`config.mk`:
```
export PLATFORM = sky130hd
export DESIGN_NAME = vagc_top
export DESIGN_NICKNAME = d
export VERILOG_FILES = /design/src/rtl/vagc_pkg.sv /design/src/rtl/vagc_peak.sv /design/src/rtl/vagc_regs.sv /design/src/rtl/vagc_law.sv /design/src/rtl/vagc_top.sv
export SDC_FILE = /design/constraint.sdc
export NUM_CORES = 1
export LEC_CHECK = 0
export ABC_CLOCK_PERIOD_IN_PS = 5700
export BUFFER_PORTS_ARGS = -buffer_cell sky130_fd_sc_hd__buf_2
export CAP_MARGIN = 20
export CORE_MARGIN = 2
export CORE_UTILIZATION = 59
export DETAILED_ROUTE_END_ITERATION = 10
export PLACE_DENSITY_LB_ADDON = 0.12
export REMOVE_ABC_BUFFERS = 1
export SLEW_MARGIN = 20
export SYNTH_ARGS = -nofsm -noshare
export SYNTH_HDL_FRONTEND = slang
export SYNTH_SLANG_ARGS = --single-unit
```
`constraint.sdc`:
```
create_clock -name clk -period 5.7 [get_ports clk]
set_clock_uncertainty 0.2 [all_clocks]
set_input_delay 1.14 -clock clk [delete_from_list [all_inputs] [get_ports clk]]
set_output_delay 1.14 -clock clk [all_outputs]
set_load 0.01 [all_outputs]
```
`src/rtl/vagc_pkg.sv`:
```
package vagc_pkg;
  localparam logic [2:0] ADDR_CTRL   = 3'd0;
  localparam logic [2:0] ADDR_SPEED  = 3'd1;
  localparam logic [2:0] ADDR_DELAY  = 3'd2;
  localparam logic [2:0] ADDR_MANUAL = 3'd3;
  localparam logic [2:0] ADDR_GAIN   = 3'd4;

  typedef enum logic [1:0] {
    STEP_HOLD = 2'd0,
    STEP_UP   = 2'd1,
    STEP_DOWN = 2'd2,
    STEP_CLIP = 2'd3
  } step_e;
endpackage

```
`src/rtl/vagc_peak.sv`:
```
module vagc_peak #(
  parameter int DW = 10
) (
  input  logic          clk,
  input  logic          rst,
  input  logic          win,
  input  logic          clr,
  input  logic [DW-1:0] smp,
  output logic [DW-1:0] peak
);
  always_ff @(posedge clk) begin
    if (rst || clr) begin
      peak <= '0;
    end else if (win && (smp > peak)) begin
      peak <= smp;
    end
  end
endmodule

```
`src/rtl/vagc_regs.sv`:
```
module vagc_regs
  import vagc_pkg::*;
#(
  parameter int CW   = 4,
  parameter int FW   = 12,
  parameter int SW   = 8,
  parameter int DLW  = 8,
  parameter int NREF = 4,
  localparam int RW  = CW + FW
) (
  input  logic            clk,
  input  logic            rst,
  input  logic            we,
  input  logic [2:0]      addr,
  input  logic [RW-1:0]   wdata,
  input  logic [CW-1:0]   cur_coarse,
  input  logic [FW-1:0]   cur_fine,
  output logic            agc_en,
  output logic [NREF-1:0] ref_en,
  output logic [SW-1:0]   speed,
  output logic [DLW-1:0]  delay,
  output logic [CW-1:0]   man_coarse,
  output logic [FW-1:0]   man_fine,
  output logic [RW-1:0]   rdata
);
  localparam logic [CW-1:0] COARSE_MID = CW'(2 ** (CW - 1));
  localparam logic [FW-1:0] FINE_MID   = FW'(2 ** (FW - 1));

  logic [NREF:0] ctrl_q;

  assign agc_en = ctrl_q[0];
  assign ref_en = ctrl_q[NREF:1];

  always_ff @(posedge clk) begin
    if (rst) begin
      ctrl_q     <= '0;
      speed      <= SW'(1);
      delay      <= '0;
      man_coarse <= COARSE_MID;
      man_fine   <= FINE_MID;
    end else if (we) begin
      case (addr)
        ADDR_CTRL:   ctrl_q <= wdata[NREF:0];
        ADDR_SPEED:  speed  <= wdata[SW-1:0];
        ADDR_DELAY:  delay  <= wdata[DLW-1:0];
        ADDR_MANUAL: begin
          man_coarse <= wdata[RW-1:FW];
          man_fine   <= wdata[FW-1:0];
        end
        default: ;
      endcase
    end
  end

  always_ff @(posedge clk) begin
    if (rst) begin
      rdata <= '0;
    end else begin
      case (addr)
        ADDR_CTRL:   rdata <= RW'(ctrl_q);
        ADDR_SPEED:  rdata <= RW'(speed);
        ADDR_DELAY:  rdata <= RW'(delay);
        ADDR_MANUAL: rdata <= {man_coarse, man_fine};
        ADDR_GAIN:   rdata <= {cur_coarse, cur_fine};
        default:     rdata <= '0;
      endcase
    end
  end
endmodule

```
`src/rtl/vagc_law.sv`:
```
module vagc_law
  import vagc_pkg::*;
#(
  parameter int DW        = 10,
  parameter int CW        = 4,
  parameter int FW        = 12,
  parameter int SW        = 8,
  parameter int DLW       = 8,
  parameter int NREF      = 4,
  parameter logic [NREF*DW-1:0] TARGETS = '0,
  parameter int DEC_SMALL = 16,
  parameter int DEC_CLIP  = 512
) (
  input  logic              clk,
  input  logic              rst,
  input  logic              line_end,
  input  logic              agc_en,
  input  logic [NREF-1:0]   ref_en,
  input  logic [NREF*DW-1:0] peaks,
  input  logic [SW-1:0]     speed,
  input  logic [DLW-1:0]    delay,
  input  logic [CW-1:0]     man_coarse,
  input  logic [FW-1:0]     man_fine,
  output logic [CW-1:0]     coarse,
  output logic [FW-1:0]     fine,
  output logic              clip_line
);
  localparam int SUMW = FW + 2;
  localparam logic [DW-1:0]          CLIP_CODE = DW'(2 ** DW - 1);
  localparam logic signed [SUMW-1:0] FINE_MAX  = SUMW'(2 ** FW - 1);
  localparam logic [FW-1:0]          FINE_MID  = FW'(2 ** (FW - 1));
  localparam logic [CW-1:0]          COARSE_MAX = CW'(2 ** CW - 1);
  localparam logic signed [SUMW-1:0] D_SMALL   = SUMW'(DEC_SMALL);
  localparam logic signed [SUMW-1:0] D_CLIP    = SUMW'(DEC_CLIP);
  localparam logic [DLW-1:0]         CNT_MAX   = '1;

  logic [NREF-1:0] clip_v, over_v, under_v;

  for (genvar i = 0; i < NREF; i++) begin : g_ref
    logic [DW-1:0] pk, tg;
    assign pk = peaks[i*DW +: DW];
    assign tg = TARGETS[i*DW +: DW];
    assign clip_v[i]  = ref_en[i] && (pk >= CLIP_CODE);
    assign over_v[i]  = ref_en[i] && (pk > tg);
    assign under_v[i] = !ref_en[i] || (pk < tg);
  end

  logic [DLW-1:0] quiet_cnt;
  logic           any_en;
  step_e          step;
  logic signed [SUMW-1:0] delta, sum;
  logic [CW-1:0]  coarse_nx;
  logic [FW-1:0]  fine_nx;

  assign any_en    = |ref_en;
  assign clip_line = |clip_v;

  always_comb begin
    if (!any_en)                              step = STEP_HOLD;
    else if (clip_line)                       step = STEP_CLIP;
    else if (|over_v)                         step = STEP_DOWN;
    else if ((&under_v) && quiet_cnt >= delay) step = STEP_UP;
    else                                      step = STEP_HOLD;
  end

  always_comb begin
    case (step)
      STEP_CLIP: delta = -D_CLIP;
      STEP_DOWN: delta = -D_SMALL;
      STEP_UP:   delta = $signed(SUMW'(speed));
      default:   delta = '0;
    endcase
    sum       = $signed(SUMW'(fine)) + delta;
    coarse_nx = coarse;
    fine_nx   = sum[FW-1:0];
    if (sum > FINE_MAX) begin
      if (coarse != COARSE_MAX) begin
        coarse_nx = coarse + 1'b1;
        fine_nx   = FINE_MID;
      end else begin
        fine_nx   = FINE_MAX[FW-1:0];
      end
    end else if (sum < 0) begin
      if (coarse != '0) begin
        coarse_nx = coarse - 1'b1;
        fine_nx   = FINE_MID;
      end else begin
        fine_nx   = '0;
      end
    end
  end

  always_ff @(posedge clk) begin
    if (rst) begin
      coarse    <= man_coarse;
      fine      <= man_fine;
      quiet_cnt <= '0;
    end else if (!agc_en) begin
      coarse    <= man_coarse;
      fine      <= man_fine;
      quiet_cnt <= '0;
    end else if (line_end && any_en) begin
      coarse <= coarse_nx;
      fine   <= fine_nx;
      if (clip_line)              quiet_cnt <= '0;
      else if (quiet_cnt != CNT_MAX) quiet_cnt <= quiet_cnt + 1'b1;
    end
  end
endmodule

```
`src/rtl/vagc_top.sv`:
```
module vagc_top
  import vagc_pkg::*;
#(
  parameter int DW        = 10,
  parameter int CW        = 4,
  parameter int FW        = 12,
  parameter int SW        = 8,
  parameter int DLW       = 8,
  parameter logic [4*DW-1:0] TARGETS = {10'd900, 10'd1000, 10'd150, 10'd200},
  parameter int DEC_SMALL = 16,
  parameter int DEC_CLIP  = 512,
  localparam int NREF     = 4,
  localparam int RW       = CW + FW
) (
  input  logic          clk,
  input  logic          rst,
  input  logic [DW-1:0] sample,
  input  logic [DW-1:0] luma,
  input  logic          sync_win,
  input  logic          burst_win,
  input  logic          active_win,
  input  logic          line_end,
  input  logic          reg_we,
  input  logic [2:0]    reg_addr,
  input  logic [RW-1:0] reg_wdata,
  output logic [RW-1:0] reg_rdata,
  output logic [CW-1:0] coarse_gain,
  output logic [FW-1:0] fine_gain
);
  logic            agc_en, clip_line;
  logic [NREF-1:0] ref_en;
  logic [SW-1:0]   speed;
  logic [DLW-1:0]  delay;
  logic [CW-1:0]   man_coarse;
  logic [FW-1:0]   man_fine;

  logic [NREF-1:0]    win_v;
  logic [NREF*DW-1:0] smp_v, peaks;

  assign win_v = {active_win, active_win, burst_win, sync_win};
  assign smp_v = {luma, sample, sample, sample};

  for (genvar i = 0; i < NREF; i++) begin : g_meas
    vagc_peak #(.DW(DW)) u_peak (
      .clk  (clk),
      .rst  (rst),
      .win  (win_v[i]),
      .clr  (line_end),
      .smp  (smp_v[i*DW +: DW]),
      .peak (peaks[i*DW +: DW])
    );
  end

  vagc_regs #(.CW(CW), .FW(FW), .SW(SW), .DLW(DLW), .NREF(NREF)) u_regs (
    .clk        (clk),
    .rst        (rst),
    .we         (reg_we),
    .addr       (reg_addr),
    .wdata      (reg_wdata),
    .cur_coarse (coarse_gain),
    .cur_fine   (fine_gain),
    .agc_en     (agc_en),
    .ref_en     (ref_en),
    .speed      (speed),
    .delay      (delay),
    .man_coarse (man_coarse),
    .man_fine   (man_fine),
    .rdata      (reg_rdata)
  );

  vagc_law #(
    .DW(DW), .CW(CW), .FW(FW), .SW(SW), .DLW(DLW), .NREF(NREF),
    .TARGETS(TARGETS), .DEC_SMALL(DEC_SMALL), .DEC_CLIP(DEC_CLIP)
  ) u_law (
    .clk        (clk),
    .rst        (rst),
    .line_end   (line_end),
    .agc_en     (agc_en),
    .ref_en     (ref_en),
    .peaks      (peaks),
    .speed      (speed),
    .delay      (delay),
    .man_coarse (man_coarse),
    .man_fine   (man_fine),
    .coarse     (coarse_gain),
    .fine       (fine_gain),
    .clip_line  (clip_line)
  );
endmodule

```
Yosys cells after proc, flatten, opt, wreduce, memory -nomap -nowiden. Cells that the tools add are included.

Output and inout port bits: 32. Logic and storage cells: 109. Bits in registers: 117. Input bits: 46.

Reductions and logical operators: 37. Equality and inequality tests: 13. Bitwise operators: 1. Muxes and demuxes: 22. Add/subtract/negate cells: 4. Magnitude comparators: 19.

Operator list (count): 16-bit one-hot mux with 5 select lines (1); 12-bit 2-to-1 mux (6); 14-bit one-hot mux with 3 select lines (1); 10-bit greater-or-equal comparator (second input constant) (4); 10-bit greater-than comparator (4); 4-bit 2-to-1 mux (7); 10-bit greater-than comparator (second input constant) (2); 10-bit by 8-bit greater-than comparator with 1-bit output (second input constant) (2); 10-bit less-than comparator (second input constant) (2); 10-bit by 8-bit less-than comparator with 1-bit output (second input constant) (2); 8-bit 2-to-1 mux (2); 13-bit by 14-bit adder with 14-bit output (1); 14-bit by 13-bit greater-than comparator with 1-bit output (second input constant) (1); 1-bit logical AND (14); 14-bit by 1-bit less-than comparator with 1-bit output (second input constant) (1); 4-bit OR reduction (3); 11-bit 2-to-1 mux (1); 2-bit AND reduction (5); 8-bit by 1-bit adder with 8-bit output (second input constant) (1); 8-bit greater-or-equal comparator (1); 4-bit by 2-bit != test with 1-bit output (second input constant) (2); 4-bit != test (second input constant) (2); 8-bit != test (second input constant) (1); 4-bit AND reduction (2); other kinds (17) (28).

Depth between registers and ports, before layout. Gate-level depths: netlist of the first run.

Depth after elaboration: 17. Mapped depth: 23. Depth with buffers taken out: 23.

By module. A second synthesis of the first run with hierarchy kept.

Cells, all modules: 838. Area total of the unflattened synthesis: 7564.8 sq um.

Modules (own cells, without submodules): vagc_peak (cells each 81, area each 724.4 sq um, sequential area each 200.2 sq um, instances 4); vagc_law (cells each 289, area each 2506.2 sq um, sequential area each 640.6 sq um, instances 1); vagc_regs (cells each 225, area each 2160.8 sq um, sequential area each 1061.0 sq um, instances 1).

Least setup slack after synthesis of the first run. No wires, ideal clock.

Path type: reg2reg. Start point: register u_law.quiet_cnt[0]. End point: register u_law.coarse[3], data pin. Data required time: 5231 ps. Setup time: 269 ps. Path buffers: 0. Period minus slack after synthesis: 5000 ps. Cell stages (with the launch flop): 24. Data arrival time: 4531 ps. Setup slack: 700 ps. Cell sequence: dfxtp_1 inv_1 ha_1 nand2b_1 a21o_1 a21o_1 a211oi_1 o21bai_1 a31oi_1 nor3b_1 ha_1 fa_1 a21oi_1 o211a_1 o31a_1 o221ai_1 mux2i_1 nand2_1 ha_1 a21o_1 a21oi_1 xor2_1 and3_1 o31ai_1.

Word-level cells in the longest chain between the ends: 14. Elaborated cells on any way between the ends: 16. Those cells by class: 1 x add/sub; 2 x order compare; 3 x eq/ne; 9 x mux; 1 x reduce/logical.

RTL lines: start, declared (RTL line vagc_law.sv:48) `logic [DLW-1:0] quiet_cnt;`; start signal, assigned (RTL line vagc_law.sv:106) `else if (quiet_cnt != CNT_MAX) quiet_cnt <= quiet_cnt + 1'b1;`; 8-bit greater-or-equal comparator (*) (RTL line vagc_law.sv:62) `else if ((&under_v) && quiet_cnt >= delay) step = STEP_UP;`; 1-bit logical AND (*) (RTL line vagc_law.sv:62); 1-bit 2-to-1 mux (*) (RTL line vagc_law.sv:62); 2-bit 2-to-1 mux (*) (RTL line vagc_law.sv:61) `else if (|over_v) step = STEP_DOWN;`; 2-bit 2-to-1 mux (*) (RTL line vagc_law.sv:60) `else if (clip_line) step = STEP_CLIP;`; 2-bit 2-to-1 mux (*) (RTL line vagc_law.sv:59) `if (!any_en) step = STEP_HOLD;`; 2-bit by 1-bit equality test with 1-bit output or 2-bit equality test (tied branches) (RTL line vagc_law.sv:67) `case (step)`; 14-bit one-hot mux with 3 select lines (*) (RTL line vagc_law.sv:67); 13-bit by 14-bit adder with 14-bit output (*) (RTL line vagc_law.sv:73) `sum = $signed(SUMW'(fine)) + delta;`; 14-bit by 13-bit greater-than comparator with 1-bit output (*) (RTL line vagc_law.sv:76) `if (sum > FINE_MAX) begin`; 4-bit 2-to-1 mux (*) (RTL line vagc_law.sv:76); 4-bit 2-to-1 mux (*) (RTL line vagc_law.sv:102) `end else if (line_end && any_en) begin`; 4-bit 2-to-1 mux (*) (RTL line vagc_law.sv:98) `end else if (!agc_en) begin`; 4-bit 2-to-1 mux (*) (RTL line vagc_law.sv:94) `if (rst) begin`; end signal, assigned (RTL line vagc_law.sv:95) `coarse <= man_coarse;`; end signal, assigned (RTL line vagc_law.sv:99) `coarse <= man_coarse;`; end signal, assigned (RTL line vagc_law.sv:103) `coarse <= coarse_nx;`; end, declared (RTL line vagc_law.sv:24) `output logic [CW-1:0] coarse,`.

Mark *: on every way between the ends. The rest lies on a longest branch, timed or not. The select of a mux whose other input is x is not followed. A chain may end at the register's enable or synchronous reset.

Worst setup path after layout of the first run. Same ends and word-level chain as after synthesis.

==> impl_metrics.py, run 1 <==
metrics = {
    "clocking": {
        "htreeDepth": 4,
        "clkTransAtPathRegs_ps": 60,
        "hold_buffers": 0,
        "clock_path_buffers": 2,
        "numCtsBuffers": 17,
        "cts_root_buffer": "clkbuf_16",
        "cts_sinks": 117,
        "clk-insertion-delay-late_ps": 420,
        "cts_tree": "yes",
    },
    "global_route": {
        "grt_pass1_vias": 5952,
        "grt_start_max_net_pins": 43,
        "grt_pass1_wl_mm": 28.7,
        "antenna_found_initial": 0,
        "grt_usage": 0.283,
        "grt_overflow": 0,
    },
    "synth": {
        "ys.flop_type": "dfxtp_1",
        "synth_area_leaders": "dfxtp_1 (29%), ha_1 (12%), mux2i_1 (8.5%)",
        "ys_seq_area_frac": 0.360,
        "postSynthCellCount": 806,
        "yosysTopAreaCell": "dfxtp_1",
        "synthSimpleGateAreaFrac": 0.185,
        "synth_top_area_frac": 0.291,
        "async_flop_share": 0,
        "synthMuxAreaShare": 0.0850,
        "syn_avg_cell_area_um2": 8.62,
        "netlist_area_um2": 6950,
        "ys_ff_latch": 117,
        "synth_cell_type_count": 62,
        "synthesis.yosys.warnings": 0,
        "synthAdderAreaFrac": 0.121,
        "synth-compound-area-share": 0.176,
        "synth_top_family_by_area": "simple AND/OR/NAND/NOR gates",
        "synth_edf_count": 16,
        "synth_xor_area_frac": 0.0240,
    },
    "critical_path": {
        "startpoint_type": "register",
        "worstPathMaxFanout": 4,
        "critPathTopFamily": "compound AO/OA/AOI/OAI gates",
        "crit_chain": "inv_1 -> ha_1 -> nand2b_1 -> a21o_1 -> a21o_1 -> a211oi_1 -> o21bai_1 -> a31oi_1 -> nor3b_1 -> ha_1 -> fa_1 -> a21oi_1 -> o211a_1 -> o31a_1 -> o221ai_1 -> mux2i_2 -> nand2_1 -> ha_1 -> a21o_1 -> a21oi_1 -> xor2_1 -> and3_1 -> o31ai_1",
        "path_class": "register to register",
        "crit_buf_inv": 1,
        "ff2ff_path_depth": 23,
        "r2r-start": "u_law.quiet_cnt[0]$_SDFFE_PN0P_",
        "worst_ep_arrival_time_ps": 5320,
        "slowest_stage": "fa_1",
        "rr_endpoint": "u_law.coarse[3]$_DFFE_PP_",
        "crit_path_end_kind": "register",
        "rrSetupSlack_ps": 320,
        "worstPathRequired_ps": 5650,
        "slowest_delay_ps": 440,
    },
    "floorplan": {
        "io_pins": 78,
        "die_h_um": 113,
        "die_x_um": 113,
        "num_rows": 39,
        "core_um2": 11500,
        "start_util": 0.606,
        "dieArea_um2": 12700,
    },
    "sta": {
        "drv_slew": 0,
        "relSlewSlack": 0.244,
        "tightest_slew_ps": 1130,
        "fin_crit_sh": 0.943,
        "hold_violations": 0,
        "rsz0062_at_grt": "false",
        "fin_setup_tns_ps": 0,
        "fin_hold_ws_ps": 256,
        "fmax_ghz": 0.186,
        "fin_crit_ps": 5380,
        "setup_viol": 0,
    },
    "routing": {
        "drt-initial-drc-count": 431,
        "drc": 0,
        "via_per_inst": 5.93,
        "drt.antenna.violating_nets": 0,
        "routedWlPerCell_um": 17.1,
        "vias": 6122,
        "wirelength_mm": 17.7,
        "dr.pass1.iters": 6,
    },
    "power_and_ir_drop": {
        "vdd_drop_max_mv": 0.215,
        "p_leak_nw": 3.22,
        "p_total_mw": 2.14,
        "power.density_nw_per_um2": 266,
    },
    "run_status": {
        "status": "finished clean",
    },
    "run": {
        "drv_cap": 0,
    },
    "layout": {
        "antennaDiodeCount": 0,
        "final_nets": 989,
        "area_delta_synth_final_pct": 15.7,
        "drive_gt1_frac": 0.158,
    },
    "worst_hold_path": {
        "worstHoldEndpoint": "g_meas[1].u_peak.peak[8]$_SDFFE_PP0P_",
        "hold_start": "g_meas[1].u_peak.peak[8]$_SDFFE_PP0P_",
        "hold_class": "register to register",
        "holdPathStages": 2,
    },
    "place": {
        "gp_congestion": 0.898,
        "dpl.hpwl_mm": 12.9,
        "io_buffers": 77,
    },
}
layer usage:
| metal | track usage | vias to the layer above | part of all wire |
|---|---|---|---|
| li1 | - | 2998 | - |
| met1 | 0.365 | 2923 | 0.45 |
| met2 | 0.471 | 167 | 0.48 |
| met3 | 0.0529 | 34 | 0.049 |
| met4 | 0.115 | 0 | 0.020 |
| met5 | 0 | - | 0 |
where the power goes:
group	internal (mW)	leakage [nW]	switching, mW
logic	0.0888	1.94	0.126
registers	0.856	1.00	0.0212
clock network	0.657	0.283	0.391
metrics by stage:
stage / utilization / area, um2 / worst slack [ps] / std cells
6_report: 0.701 / 8040 / 323 / 1033
3_3_place_gp: 0.648 / 7430 / 595 / 1001
5_1_grt: 0.701 / 8040 / 12.5 / 1033
2_1_floorplan: - / 6810 / 678 / 775
4_1_cts: 0.700 / 8020 / 319 / 1033
3_5_place_dp: 0.648 / 7430 / 349 / 1001
tightest hold or removal path, delay by kind of cell (launching register included):
| family | cells | cell delay, ps |
|---|---|---|
| mux | 1 | 50 |
| simple gates | 1 | 50 |
| flops | 1 | 310 |
worst max path at each step:
| stage | from | end | slack (ps) | depth (start not counted) |
|---|---|---|---|---|
| final | u_law.quiet_cnt[0]$_SDFFE_PN0P_ | u_law.coarse[3]$_DFFE_PP_ | 320 | 23 |
| after global routing | u_law.quiet_cnt[0]$_SDFFE_PN0P_ | u_law.coarse[3]$_DFFE_PP_ | 10 | 23 |
| after CTS | u_law.quiet_cnt[0]$_SDFFE_PN0P_ | u_law.coarse[3]$_DFFE_PP_ | 320 | 23 |
| after detailed placement | u_law.quiet_cnt[0]$_SDFFE_PN0P_ | u_law.coarse[3]$_DFFE_PP_ | 350 | 23 |
| after global placement | u_law.quiet_cnt[0]$_SDFFE_PN0P_ | u_law.coarse[3]$_DFFE_PP_ | 590 | 23 |
| after floorplan | u_law.quiet_cnt[0]$_SDFFE_PN0P_ | u_law.coarse[3]$_DFFE_PP_ | 680 | 23 |
cell usage in the layout (no fill, tap or decap), drive strengths merged, types with 15 or more instances in the layout:
master,count
nand4,15
nand2,126
ha,64
dfxtp,101
a21oi,60
inv,57
edfxtp,16
buf,83
a22oi,17
nor2,78
o21ai,24
a21o,16
mux2i,59
clkbuf,21
kinds of logic after synthesis:
logic type	count (synthesis)
AO/OA/AOI/OAI	175
XOR/XNOR	19
adder cells (fa/ha/maj)	66
buffers and inverters	86
flip-flops	117
multiplexers	59
AND/OR/NAND/NOR	284
cell type report:
| cell class | count | area [um2] |
|---|---|---|
| clock buffers | 21 | 492 |
| well taps | 143 | 179 |
| inverters | 55 | 206 |
| repair buffers | 83 | 430 |
| multi-input cells | 603 | 4130 |
| flip-flops and latches | 117 | 2500 |
| clock inverters | 11 | 96.3 |
| fillers | 901 | 3430 |
flip-flops by register name, indices dropped and copies added, names as in the netlist:
name and count:
u_regs.man_fine 12, u_regs.man_coarse 4, u_regs.rdata 16, u_law.coarse 4, u_regs.delay 8, u_law.quiet_cnt 8, u_law.fine 12, u_regs.ctrl_q 5
g_meas.u_peak.peak 40, u_regs.speed 8
timing repair:
action                                 4_1_cts  5_1_grt
setup endpoints to repair                    0        1
setup buffers                                0        0
gates resized for setup                      0        4
endpoints found under the hold margin        0        0
synth_stat cells (all sizes together), types with 10 or more instances:
master    n
edfxtp   16
nand3    11
inv      55
nor3     10
o311ai   10
mux2i    59
ha       64
a22oi    17
nor2     78
clkbuf   23
dfxtp   101
a21oi    60
nand4    15
nand2   126
a21o     16
xnor2    12
o21ai    24
(Power assumes the default switching activity.)
==> run 2, diff against run 1 <==
--- a/config.mk
+++ b/config.mk
@@ -9,7 +9,7 @@
 export BUFFER_PORTS_ARGS = -buffer_cell sky130_fd_sc_hd__buf_2
 export CAP_MARGIN = 20
 export CORE_MARGIN = 2
-export CORE_UTILIZATION = 59
+export CORE_UTILIZATION = 50
 export DETAILED_ROUTE_END_ITERATION = 10
 export PLACE_DENSITY_LB_ADDON = 0.12
 export REMOVE_ABC_BUFFERS = 1
==> impl_metrics.py, run 2 (synthesized netlist as in run 1, its figures left out) <==
metrics = {
    "clocking": {
        "clkTransAtPathRegs_ps": 60,
        "cts_sinks": 117,
        "cts_tree": "yes",
        "cts_root_buffer": "clkbuf_16",
        "clk-insertion-delay-late_ps": 420,
        "numCtsBuffers": 17,
        "htreeDepth": 4,
        "clock_path_buffers": 2,
    },
    "critical_path": {
        "path_class": "register to register",
        "worstPathRequired_ps": 5730,
        "worst_ep_arrival_time_ps": 5290,
        "worstPathMaxFanout": 7,
        "startpoint_type": "register",
        "crit_path_end_kind": "register",
    },
    "power_and_ir_drop": {
        "p_leak_nw": 3.24,
        "swShare": 0.243,
        "seq_power_share": 0.397,
        "p_sw_uw": 538,
        "comb_power_share": 0.096,
        "pwr-share-clk": 0.507,
        "intPower_mw": 1.67,
        "vdd_drop_max_mv": 0.207,
        "power.density_nw_per_um2": 273,
        "p_total_mw": 2.21,
    },
    "sta": {
        "tightest_slew_ps": 1030,
        "fin_crit_sh": 0.922,
        "drv_slew": 0,
        "setup_viol": 0,
        "relSlewSlack": 0.311,
        "setup_ws_ps": 443,
        "fin_crit_ps": 5260,
        "hold_violations": 0,
        "fmax_ghz": 0.190,
    },
    "place": {
        "dp_cells": 1038,
        "place_area_um2": 7480,
        "pre_cts_ws_ps": 483,
        "dpl.hpwl_mm": 12.9,
        "io_buffers": 77,
        "gp_congestion": 0.876,
    },
    "floorplan": {
        "die_h_um": 122,
        "core_um2": 13700,
        "io_pins": 78,
        "die_x_um": 122,
        "dieArea_um2": 14900,
        "start_util": 0.506,
        "num_rows": 43,
    },
    "routing": {
        "drt-initial-drc-count": 382,
        "drt.antenna.violating_nets": 0,
        "wirelength_mm": 17.4,
        "dr.pass1.iters": 4,
        "drc": 0,
        "via_per_inst": 5.62,
        "vias": 6019,
        "routedWlPerCell_um": 16.2,
    },
    "global_route": {
        "grt_pass1_vias": 5753,
        "antenna_found_initial": 0,
        "grt_pass1_wl_mm": 28.2,
        "grt_usage": 0.244,
        "grt_start_max_net_pins": 42,
        "grt_overflow": 0,
    },
    "run_status": {
        "status": "finished clean",
    },
    "layout": {
        "area_delta_synth_final_pct": 16.8,
        "final_nets": 990,
        "top_regs": "g_meas.u_peak.peak (40), u_regs.rdata (16)",
        "antennaDiodeCount": 0,
        "final_common_cell": "nand2_1",
        "stdcell_count": 1071,
        "fin_area_um2": 8120,
        "mostFrequentLayoutCells": "nand2_1 (126), dfxtp_1 (101), buf_2 (77)",
        "regMostFlops": "g_meas.u_peak.peak",
        "drive_gt1_frac": 0.156,
        "largest_reg_flops": 40,
    },
    "run": {
        "drv_cap": 0,
    },
    "worst_hold_path": {
        "hold_class": "register to register",
    },
}
## run 2: cell count changes in the layout (fill, tap and decap cells not counted), sizes merged
cell | before | now
inv | 57 | 56
bufinv | 1 | 4
clkbuf | 21 | 19
clkinvlp | 4 | 3
clkinv | 4 | 5
buf | 83 | 84
## run 2: metal layers
metal / share of wire / track usage / vias up
met5: 0 / 0 / -
li1: - / - / 2992
met3: 0.041 / 0.0449 / 31
met2: 0.47 / 0.390 / 123
met1: 0.47 / 0.327 / 2873
met4: 0.019 / 0.0941 / 0
## run 2: final timing paths
check | slack (ps) | start | cells past startpoint | to
max | 440 | u_law.quiet_cnt[0]$_SDFFE_PN0P_ | 23 | u_law.coarse[3]$_DFFE_PP_
min | 270 | g_meas[1].u_peak.peak[8]$_SDFFE_PP0P_ | 2 | g_meas[1].u_peak.peak[8]$_SDFFE_PP0P_
max reg2reg | 440 | u_law.quiet_cnt[0]$_SDFFE_PN0P_ | 23 | u_law.coarse[3]$_DFFE_PP_
min reg2reg | 270 | g_meas[1].u_peak.peak[8]$_SDFFE_PP0P_ | 2 | g_meas[1].u_peak.peak[8]$_SDFFE_PP0P_
## run 2: power by group through the flow
stage	Combinational, mW	Sequential, mW	Clock [mW]
detailed placement	0.211	0.894	0
floorplan	0.132	0.890	0
global route	0.240	0.879	1.18
global placement	0.204	0.893	0
finish	0.213	0.877	1.12
CTS	0.212	0.877	1.14
## run 2: cell type report
| cell class | instances | area [um2] |
|---|---|---|
| clock buffers | 19 | 433 |
| clock inverters | 13 | 181 |
| fillers | 1275 | 5600 |
| inverters | 55 | 206 |
| multi-input cells | 603 | 4130 |
| flip-flops and latches | 117 | 2500 |
| well taps | 180 | 225 |
| repair buffers | 84 | 438 |
## run 2: what timing repair did
item | in CTS | in global routing
endpoints found under the setup margin | 0 | 1
hold buffers | 0 | 0
gates resized for setup | 0 | 2
setup buffers | 0 | 1
## run 2: worst max-delay path: stages (launching register included)
cell and delay [ps]:
dfxtp_1 350, inv_1 80, ha_1 260, nand2b_1 130, a21o_1 170, a21o_1 170
a211oi_1 220, o21bai_1 130, a31oi_2 240, buf_4 180, o21ai_0 90, ha_1 360
a21oi_2 260, o211ai_2 160, a211oi_2 310, o311ai_1 130, mux2i_1 260, nand2_1 200
ha_1 310, a21o_1 170, a21oi_1 160, xor2_1 190, a21oi_1 60, o31ai_1 290
## run 2: metrics by stage
| step | setup TNS, ps | hold slack, ps | utilization |
|---|---|---|---|
| detailed placement | 0 | 266 | 0.545 |
| global route | -5.16 | 299 | 0.592 |
| finish | 0 | 274 | 0.592 |
| CTS | 0 | 274 | 0.590 |
| global placement | 0 | 247 | 0.545 |
| floorplan | 0 | 235 | - |
